===== config.mk =====
export PLATFORM = sky130hd
export DESIGN_NAME = nsd_divider
export DESIGN_NICKNAME = d
export VERILOG_FILES = /design/src/rtl/nsd_pkg.sv /design/src/rtl/nsd_ctrl.sv /design/src/rtl/nsd_align.sv /design/src/rtl/nsd_accum.sv /design/src/rtl/nsd_divider.sv
export SDC_FILE = /design/constraint.sdc
export NUM_CORES = 1
export LEC_CHECK = 0
export CAP_MARGIN = 0
export CORE_AREA = 3 3 140 142
export CTS_CLUSTER_DIAMETER = 150
export CTS_CLUSTER_SIZE = 14
export DETAILED_ROUTE_END_ITERATION = 8
export DIE_AREA = 0 0 143 145
export HOLD_SLACK_MARGIN = 0.15
export PLACE_DENSITY = 0.82
export REMOVE_ABC_BUFFERS = 1
export SLEW_MARGIN = 15
export SYNTH_ARGS = -nofsm -noshare
export SYNTH_HDL_FRONTEND = slang
export SYNTH_SLANG_ARGS = --single-unit

===== constraint.sdc =====
create_clock -name clk -period 3.7 [get_ports clk]
set_clock_uncertainty 0.1 [all_clocks]
set_input_delay 0.555 -clock clk [delete_from_list [all_inputs] [get_ports clk]]
set_output_delay 0.555 -clock clk [all_outputs]
set_load 0.02 [all_outputs]

===== src/rtl/nsd_pkg.sv =====
package nsd_pkg;
  typedef enum logic [1:0] {
    ST_IDLE   = 2'd0,
    ST_ALIGN  = 2'd1,
    ST_REDUCE = 2'd2,
    ST_HOLD   = 2'd3
  } nsd_state_e;
endpackage


===== src/rtl/nsd_ctrl.sv =====
module nsd_ctrl
  import nsd_pkg::*;
(
  input  logic clk,
  input  logic rst_n,
  input  logic req_valid,
  input  logic den_zero,
  input  logic dsr_top,
  input  logic wgt_last,
  input  logic res_ready,
  output logic req_ready,
  output logic res_valid,
  output logic res_err,
  output logic load,
  output logic shl,
  output logic step
);
  nsd_state_e state;

  assign req_ready = (state == ST_IDLE);
  assign res_valid = (state == ST_HOLD);
  assign load      = req_valid && req_ready;
  assign shl       = (state == ST_ALIGN) && !dsr_top;
  assign step      = (state == ST_REDUCE);

  always_ff @(posedge clk or negedge rst_n) begin
    if (!rst_n) begin
      state   <= ST_IDLE;
      res_err <= 1'b0;
    end else begin
      case (state)
        ST_IDLE: if (load) begin
          state   <= den_zero ? ST_HOLD : ST_ALIGN;
          res_err <= den_zero;
        end
        ST_ALIGN:  if (dsr_top)   state <= ST_REDUCE;
        ST_REDUCE: if (wgt_last)  state <= ST_HOLD;
        ST_HOLD:   if (res_ready) state <= ST_IDLE;
        default:                  state <= ST_IDLE;
      endcase
    end
  end

  // zero denominator answered right after the accepting edge
  p_zero_flag_r5: assert property (@(posedge clk) disable iff (!rst_n)
    (load && den_zero) |=> (res_valid && res_err));

  // reduction only begins on an aligned divisor
  p_reduce_aligned_r2: assert property (@(posedge clk) disable iff (!rst_n)
    $rose(step) |-> dsr_top);

  // no new request is taken while a result is pending
  p_no_accept_busy_r7: assert property (@(posedge clk) disable iff (!rst_n)
    (res_valid && !res_ready) |=> !req_ready);
endmodule


===== src/rtl/nsd_align.sv =====
module nsd_align #(
  parameter int W = 31
) (
  input  logic         clk,
  input  logic         rst_n,
  input  logic         load,
  input  logic         shl,
  input  logic         step,
  input  logic [W-1:0] den,
  output logic [W-1:0] dsr,
  output logic [W-1:0] wgt,
  output logic         den_zero,
  output logic         dsr_top,
  output logic         wgt_last
);
  localparam logic [W-1:0] UNIT = W'(1);

  assign den_zero = (den == '0);
  assign dsr_top  = dsr[W-1];
  assign wgt_last = wgt[0];

  always_ff @(posedge clk or negedge rst_n) begin
    if (!rst_n) begin
      dsr <= '0;
      wgt <= '0;
    end else if (load) begin
      dsr <= den;
      wgt <= UNIT;
    end else if (shl) begin
      dsr <= dsr << 1;
      wgt <= wgt << 1;
    end else if (step) begin
      dsr <= dsr >> 1;
      wgt <= wgt >> 1;
    end
  end

  // the weight stays a single set bit (or empty) through every shift
  p_weight_onehot_r2: assert property (@(posedge clk) disable iff (!rst_n)
    $onehot0(wgt));
endmodule


===== src/rtl/nsd_accum.sv =====
module nsd_accum #(
  parameter int W = 31
) (
  input  logic         clk,
  input  logic         rst_n,
  input  logic         load,
  input  logic         step,
  input  logic [W-1:0] num,
  input  logic [W-1:0] dsr,
  input  logic [W-1:0] wgt,
  output logic [W-1:0] quot
);
  logic [W-1:0] rem;
  logic [W-1:0] diff;
  logic         borrow;

  always_comb begin
    {borrow, diff} = {1'b0, rem} - {1'b0, dsr};
  end

  always_ff @(posedge clk or negedge rst_n) begin
    if (!rst_n) begin
      rem  <= '0;
      quot <= '0;
    end else if (load) begin
      rem  <= num;
      quot <= '0;
    end else if (step && !borrow) begin
      rem  <= diff;
      quot <= quot + wgt;
    end
  end

  // the remainder never reaches twice the current divisor
  p_rem_bound_r3: assert property (@(posedge clk) disable iff (!rst_n)
    step |-> ({1'b0, rem} < {dsr, 1'b0}));
endmodule


===== src/rtl/nsd_divider.sv =====
module nsd_divider #(
  parameter int W = 31
) (
  input  logic         clk,
  input  logic         rst_n,
  input  logic         req_valid,
  output logic         req_ready,
  input  logic [W-1:0] req_num,
  input  logic [W-1:0] req_den,
  output logic         res_valid,
  input  logic         res_ready,
  output logic [W-1:0] res_quot,
  output logic         res_err
);
  logic         load, shl, step;
  logic         den_zero, dsr_top, wgt_last;
  logic [W-1:0] dsr, wgt;

  nsd_ctrl u_ctrl (
    .clk       (clk),
    .rst_n     (rst_n),
    .req_valid (req_valid),
    .den_zero  (den_zero),
    .dsr_top   (dsr_top),
    .wgt_last  (wgt_last),
    .res_ready (res_ready),
    .req_ready (req_ready),
    .res_valid (res_valid),
    .res_err   (res_err),
    .load      (load),
    .shl       (shl),
    .step      (step)
  );

  nsd_align #(.W(W)) u_align (
    .clk      (clk),
    .rst_n    (rst_n),
    .load     (load),
    .shl      (shl),
    .step     (step),
    .den      (req_den),
    .dsr      (dsr),
    .wgt      (wgt),
    .den_zero (den_zero),
    .dsr_top  (dsr_top),
    .wgt_last (wgt_last)
  );

  nsd_accum #(.W(W)) u_accum (
    .clk   (clk),
    .rst_n (rst_n),
    .load  (load),
    .step  (step),
    .num   (req_num),
    .dsr   (dsr),
    .wgt   (wgt),
    .quot  (res_quot)
  );

  // a stalled result holds
  p_hold_stable_r8: assert property (@(posedge clk) disable iff (!rst_n)
    (res_valid && !res_ready) |=> (res_valid && $stable(res_quot) && $stable(res_err)));

  // idle without a request leaves the quotient untouched
  p_idle_stable_r9: assert property (@(posedge clk) disable iff (!rst_n)
    (req_ready && !req_valid) |=> $stable(res_quot));
endmodule


==> results.md, run 1 <==
- Vias in the first global route: 8637
- Wirelength, routed: 24800 um
- Post-Synth Simple-Gate Area: between 20% and 30%
- Post-synthesis instance total: 1150
- Synth async-reset ratio: 100%
- Mapped Area: 9240 um2
- Congestion Overflow GR: 0
- Starting Density: 49.7%
- Multiplexer share of the synthesized area: 3.47%
- Mean number of vias per cell: approximately 6
- Clock sinks: 127
- Non-filler instance count after layout: 1466
- Fin crit period: 3.49 ns
- DP Cell Count: 1435
- Critical path launch point type: flip-flop
- 1st-iter DRT viols: 777
- Core area: 18600 um2
- Nets: 1353
- Setup ws final: 0.211 ns
- Origin of the worst setup path: u_align.dsr[4]$_DFFE_PN0P_
- Routed vias: 8800
- Hold_ws: 0.137 ns
- Netlist cell types: 60
- Least-Margin Pin Slew: 0.881 ns
- Die Ht: about 150 um
- Root Driver: clkbuf_16
- Compound-Gate Fraction of Synth Area: 23.5%
- Pre-antenna DRT Iters: 5
- Die Footprint: 20700 um2
- Setup-failing EPs final: 0
- Hold-fix buffers, CTS: 0
- Diode count: 0
- GPL Wtd Cong: 0.927
- Fin. Hold Viols: 0
- Top fanout value on the critical path: 19
- Util after Layout: 59.3%
- Hold crit path type: in -> async
- Post_cts resized: 0
- Most frequent cells in the layout: nor2_1 (171), nand2_1 (136), dfrtp_1 (127), clkdlybuf4s50_1 (98), a21oi_1 (84)
- CP required: 3.94 ns
- RSZ-0062 raised after global routing: no
- TritonCTS clock tree: done
- Max Cap Viol: 0
- Number of H-tree levels: 4
- Worst relative slew slack: 41.3%
- Row count: 50
- Largest family of logic cells by synthesized area: compound AO/OA/AOI/OAI gates
- Setup Fix Bufs, Post-CTS: 0
- Crit path DAT: 3.73 ns
- Gr usage total: 24.2%
- Clock slew at reported path FFs: 0.06 ns
- CP max-delay cell: or2_2
- VDD IR max: ~0.44 mV
- Antenna Nets Post-Route: 0
- Reg2Reg Launch Point: u_align.dsr[4]$_DFFE_PN0P_
- Crit share post-route: 94.3%
- Layout area overhead: 19.1%
- Worst-skew pair later-pin latency: ~0.43 ns
- Synth Register Bits: 127
- Layout cells sized above 1: 4.63%
- Clk buf depth: 2
- P per Cell Area: roughly 1000 nW/um2
- I/O pins: 100
- Pin count of the biggest net entering global routing: 66
- Outcome: completed
- Top post-synthesis cells by area: dfrtp_1 (34%), ha_1 (8.8%), nor2_1 (6.9%)
- Num CTS Buffers: 17
- Die X: 143 um
- Most used cell, CP: a211oi_4
- Sequence of cells on the critical path: inv_1 -> ha_1 -> nand2_1 -> a211oi_4 -> o221ai_2 -> a21o_1 -> o2111a_1 -> or2_4 -> a211oi_4 -> or2_2 -> buf_4 -> nand3_1 -> a21oi_1
- Post-synth EDFFs: 0
- Fin Setup TNS: 0 ns
- Synth Area in XOR/XNOR: under 10%
- Synth Area in Adders: 9.23%
- Max-slew violation count: 0
- Max Fclk: 287 MHz
- Top cell type's share of synthesized area: about a third
- Max incr delay on CP: 0.48 ns
- Global-route wire length before repair: between 40000 and 50000 um
- Proportion of synthesized chip area in sequential cells: 34.4%
- Kind of critical path: reg -> reg
- Top cell type by total area after synthesis: dfrtp_1
- Crit path capture type: flip-flop
- Top_reg_cell synth: dfrtp_1
- P_leak: a little over 5 nW
- DPL Wire Length: 17600 um
- Commonest non-fill, non-tap cell in the layout: nor2_1
- Avg Inst Size Synth: 8.03 um2
- IO buf count: 99
- Wire per inst: approximately 17 um
- FILL cells: around 1600
- Setup WS pre-CTS: 0.229 ns
- Ys Warns: 0
- DRC: 0
- Initial antenna violation count: 0
==> synth_stat cells, drive strengths merged, types with 3 or more instances <==
master,count
buf,17
nand3,20
o221ai,3
xor2,17
mux2i,32
and3,11
o21bai,6
nand2b,15
o22ai,30
a21boi,4
a211oi,38
nor3b,3
a21o,35
o21a,8
nor2b,7
xnor2,30
nand4,9
ha,65
nand2,139
or3,9
o21ai,45
inv,50
nor3,11
a31oi,61
o211ai,11
nor4,7
o31ai,3
dfrtp,127
nor2,172
a21oi,84
and2,7
clkbuf,47
or2,4
==> metal layers <==
layer / routed length [um] / global-route usage [%] / vias up / share of wire [%]
li1: - / - / 4243 / -
met4: 488 / 7.46 / 0 / 2.0
met3: 1430 / 4.68 / 47 / 5.8
met2: 11400 / 37.3 / 276 / 46
met5: 0 / 0 / - / 0
met1: 11600 / 34.4 / 4234 / 47
==> cell families after synthesis <==
kind of cell / Yosys count
muxes: 32
DFF: 127
adders and majority gates: 67
and+or+nand+nor: 423
AOI/OAI and AO/OA: 340
xor gates and xnor gates: 47
buffers and inverters: 114
==> sequential cells by signal, indices dropped and copies added (netlist names) <==
| signal | cells |
|---|---|
| u_ctrl.state | 2 |
| u_accum.rem | 31 |
| u_align.wgt | 31 |
| u_align.dsr | 31 |
| u_ctrl.res_err | 1 |
| u_accum.quot | 31 |
==> through the flow <==
step                      total power, W  cell area, um2
after floorplan                  0.00791            8980
after global placement           0.00952           10400
after detailed placement         0.00971           10400
after CTS                         0.0114           11000
after global routing              0.0125           11000
final                             0.0115           11000
==> final timing paths <==
check	end	slack, ns	cells after the start
setup / recovery	u_accum.quot[12]$_DFFE_PN0P_	0.21	13
hold / removal	u_align.dsr[8]$_DFFE_PN0P_	0.14	1
setup reg to reg	u_accum.quot[12]$_DFFE_PN0P_	0.21	13
hold reg to reg	u_ctrl.res_err$_DFFE_PN0P_	0.38	2
max in group asynchronous	u_accum.rem[26]$_DFFE_PN0P_	2.48	2
min in group clk	u_ctrl.res_err$_DFFE_PN0P_	0.38	2
==> final cells by class <==
type                            instances  area [um2]  area share [%]
Inverter                               50         188            1.70
Sequential cell                       127        3180            28.9
Tap cell                              234         293            2.66
Timing Repair Buffer                  115        1150            10.4
Clock buffer                           25         465            4.23
Clock inverter                          6        85.1           0.773
Multi-Input combinational cell        909        5650            51.4
==> worst max-delay path, delay by kind of cell, from the launching register on <==
kind                     cells  cell delay [ns]
AND/OR/NAND/NOR              4             0.98
buffers and inverters        2             0.38
AO/OA/AOI/OAI                6             1.20
flip-flops                   1             0.36
adder cells (fa/ha/maj)      1             0.37
==> where the power goes <==
group	total (W)	internal [W]	switching, W
logic	0.00730	0.00304	0.00426
clock network	0.00162	0.00100	0.000614
registers	0.00259	0.00205	0.000541
Power figures use the tool's default switching activity.
==> run 2, diff against run 1 <==
Settings changed: PLACE_DENSITY 0.82 to 0.75.
==> run 2 against run 1 <==
Largest cell class unchanged. Flip-flop and latch count unchanged. Sequential power about the same. Power rose by 0.60%. Count of clock-buffer cells in the layout down 7. Wire length fell by 0.37%. Design area increased by 0.53%.
==> results.md, run 2 (same netlist as run 1, synthesis figures left out) <==
- Most used cell, CP: a21oi_1
- Die Ht: approximately 150 um
- Kind of critical path: reg -> reg
- Wire per inst: ~17 um
- Non-filler instance count after layout: 1470
- Sw Ratio: 47.1%
- CP max-delay cell: dfrtp_1
- Most frequent cells in the layout: nor2_1 (171), nand2_1 (136), dfrtp_1 (127), clkdlybuf4s50_1 (98), a21oi_1 (84)
- Fin. Hold Viols: 0
- Critical path launch point type: flip-flop
- Setup-failing EPs final: 0
- DPL Wire Length: 17600 um
- Max incr delay on CP: 0.41 ns
- IO buf count: 99
- Hold_ws: 0.376 ns
- Met1 Wirelength: 11800 um
- Area after DPL: 10400 um2
- DP Cell Count: 1437
- Least-Margin Pin Slew: 0.910 ns
- Root Driver: clkbuf_16
- Clk pwr share: ~15%
- Row count: 50
- Sequential power share: 22.3%
- P per Cell Area: 1050 nW/um2
- Initial antenna violation count: 0
- Top sig layer: met4
- Met2 Wirelength: 11300 um
- Wirelength, routed: 24700 um
- VDD IR max: between 0.5 and 0.6 mV
- Sw Pwr: about 0.0055 W
- Crit share post-route: 92.5%
- Outcome: completed
- Max Cap Viol: 0
- Die X: between 100 and 150 um
- Number of H-tree levels: 4
- Core area: 18600 um2
- Layout area overhead: 19.8%
- DRC: 0
- Crit path capture type: flip-flop
- Antenna Nets Post-Route: 0
- Max Fclk: approximately 300 MHz
- Top fanout value on the critical path: 5
- Crit path DAT: 3.67 ns
- Commonest non-fill, non-tap cell in the layout: nor2_1
- Max-slew violation count: 0
- P_leak: just over 5 nW
- CP top delay family: compound AO/OA/AOI/OAI gates
- Num CTS Buffers: 17
- Sequence of cells on the critical path: ha_1 -> inv_1 -> fa_1 -> nor2b_1 -> o2111ai_1 -> a41oi_2 -> a21oi_1 -> a31oi_1 -> a221oi_2 -> o221ai_1 -> xnor2_1 -> or3_1 -> a21oi_1
- Routed vias: 8611
- Die Footprint: 20700 um2
- Congestion Overflow GR: 0
- Pwr Total: 0.0116 W
- Worst-skew pair later-pin latency: 0.43 ns
- TritonCTS clock tree: done
- Crit path buf inv count: 1
- Met3 WL post-DR: 1170 um
- Clock sinks: 127
- Gr usage total: 24.3%
- Vias in the first global route: 8418
- Diode count: 0
- CP required: 3.95 ns
- Internal power: 0.00613 W
- I/O pins: 100
- Pre-antenna DRT Iters: 5
- GPL Wtd Cong: 0.910
- Part of the power in combinational logic: 62.9%
- 1st-iter DRT viols: about 700
- Clock slew at reported path FFs: 0.06 ns
- Mean number of vias per cell: a little under 6
- Hold crit path type: reg -> reg
- Design area: 11100 um2
- Pin count of the biggest net entering global routing: between 60 and 70
- Starting Density: 49.7%
- Worst relative slew slack: 39.3%
- Clk buf depth: 2
- Util after Layout: 59.6%
- Global-route wire length before repair: 41300 um
- Layout cells sized above 1: 5.42%
- Fin crit period: 3.42 ns
- Nets: roughly 1400
## run 2: changes by cell type in the layout (fill, tap and decap cells not counted)
cell	change
clkbuf_1	-7
clkinv_4	+4
inv_6	+4
buf_4	+3
buf_12	-1
clkinv_2	-1
clkinvlp_4	+1
dlygate4sd3_1	+1
## run 2: timing repair
item,CTS,global route
setup buffers,0,0
resized for setup,0,2
hold endpoints to repair,39,0
endpoints found under the setup margin,0,1
hold buffers,1,0
## run 2: worst paths after layout
kind | start | end | slack, ns | cells after the start
setup reg to reg | u_align.wgt[0]$_DFFE_PN0P_ | u_accum.quot[30]$_DFFE_PN0P_ | 0.28 | 13
setup / recovery | u_align.wgt[0]$_DFFE_PN0P_ | u_accum.quot[30]$_DFFE_PN0P_ | 0.28 | 13
max in group asynchronous | rst_n | u_accum.quot[17]$_DFFE_PN0P_ | 2.05 | 3
hold reg to reg | u_ctrl.res_err$_DFFE_PN0P_ | u_ctrl.res_err$_DFFE_PN0P_ | 0.38 | 2
min in group asynchronous | rst_n | u_align.dsr[7]$_DFFE_PN0P_ | 0.57 | 2
hold / removal | u_ctrl.res_err$_DFFE_PN0P_ | u_ctrl.res_err$_DFFE_PN0P_ | 0.38 | 2
## run 2: layout make-up
class / count / area, um2
Fill cell: 1620 / 7510
Multi-Input combinational cell: 909 / 5650
Sequential cell: 127 / 3180
Timing Repair Buffer: 118 / 1160
Clock buffer: 18 / 439
Tap cell: 234 / 293
Inverter: 50 / 188
Clock inverter: 14 / 158
## run 2: worst register-to-register path, stage by stage, from the launching register on
cell and delay [ns]:
dfrtp_1 0.41, ha_1 0.24, inv_1 0.08, fa_1 0.20, nor2b_1 0.07, o2111ai_1 0.26
a41oi_2 0.24, a21oi_1 0.35, a31oi_1 0.23, a221oi_2 0.35, o221ai_1 0.21, xnor2_1 0.16
or3_1 0.31, a21oi_1 0.15
## run 2: through the flow
stage,setup WS [ns],setup TNS (ns)
6_report,0.276,0
5_1_grt,-0.0150,-0.0150
4_1_cts,0.150,0
3_5_place_dp,0.219,0
3_3_place_gp,0.382,0
2_1_floorplan,-0.675,-33.52
## run 2: power by group through the flow
stage / clock network, W / registers, W / logic (W)
floorplan: 0 / 0.00257 / 0.00534
global placement: 0 / 0.00257 / 0.00703
detailed placement: 0 / 0.00259 / 0.00716
CTS: 0.00173 / 0.00258 / 0.00724
global route: 0.00180 / 0.00267 / 0.00809
finish: 0.00171 / 0.00258 / 0.00729
## run 2: routing by layer
| layer | track usage [%] | vias to the layer above |
|---|---|---|
| met5 | 0 | - |
| met4 | 8.17 | 0 |
| met3 | 4.71 | 36 |
| met2 | 37.4 | 244 |
| met1 | 34.3 | 4097 |
| li1 | - | 4234 |
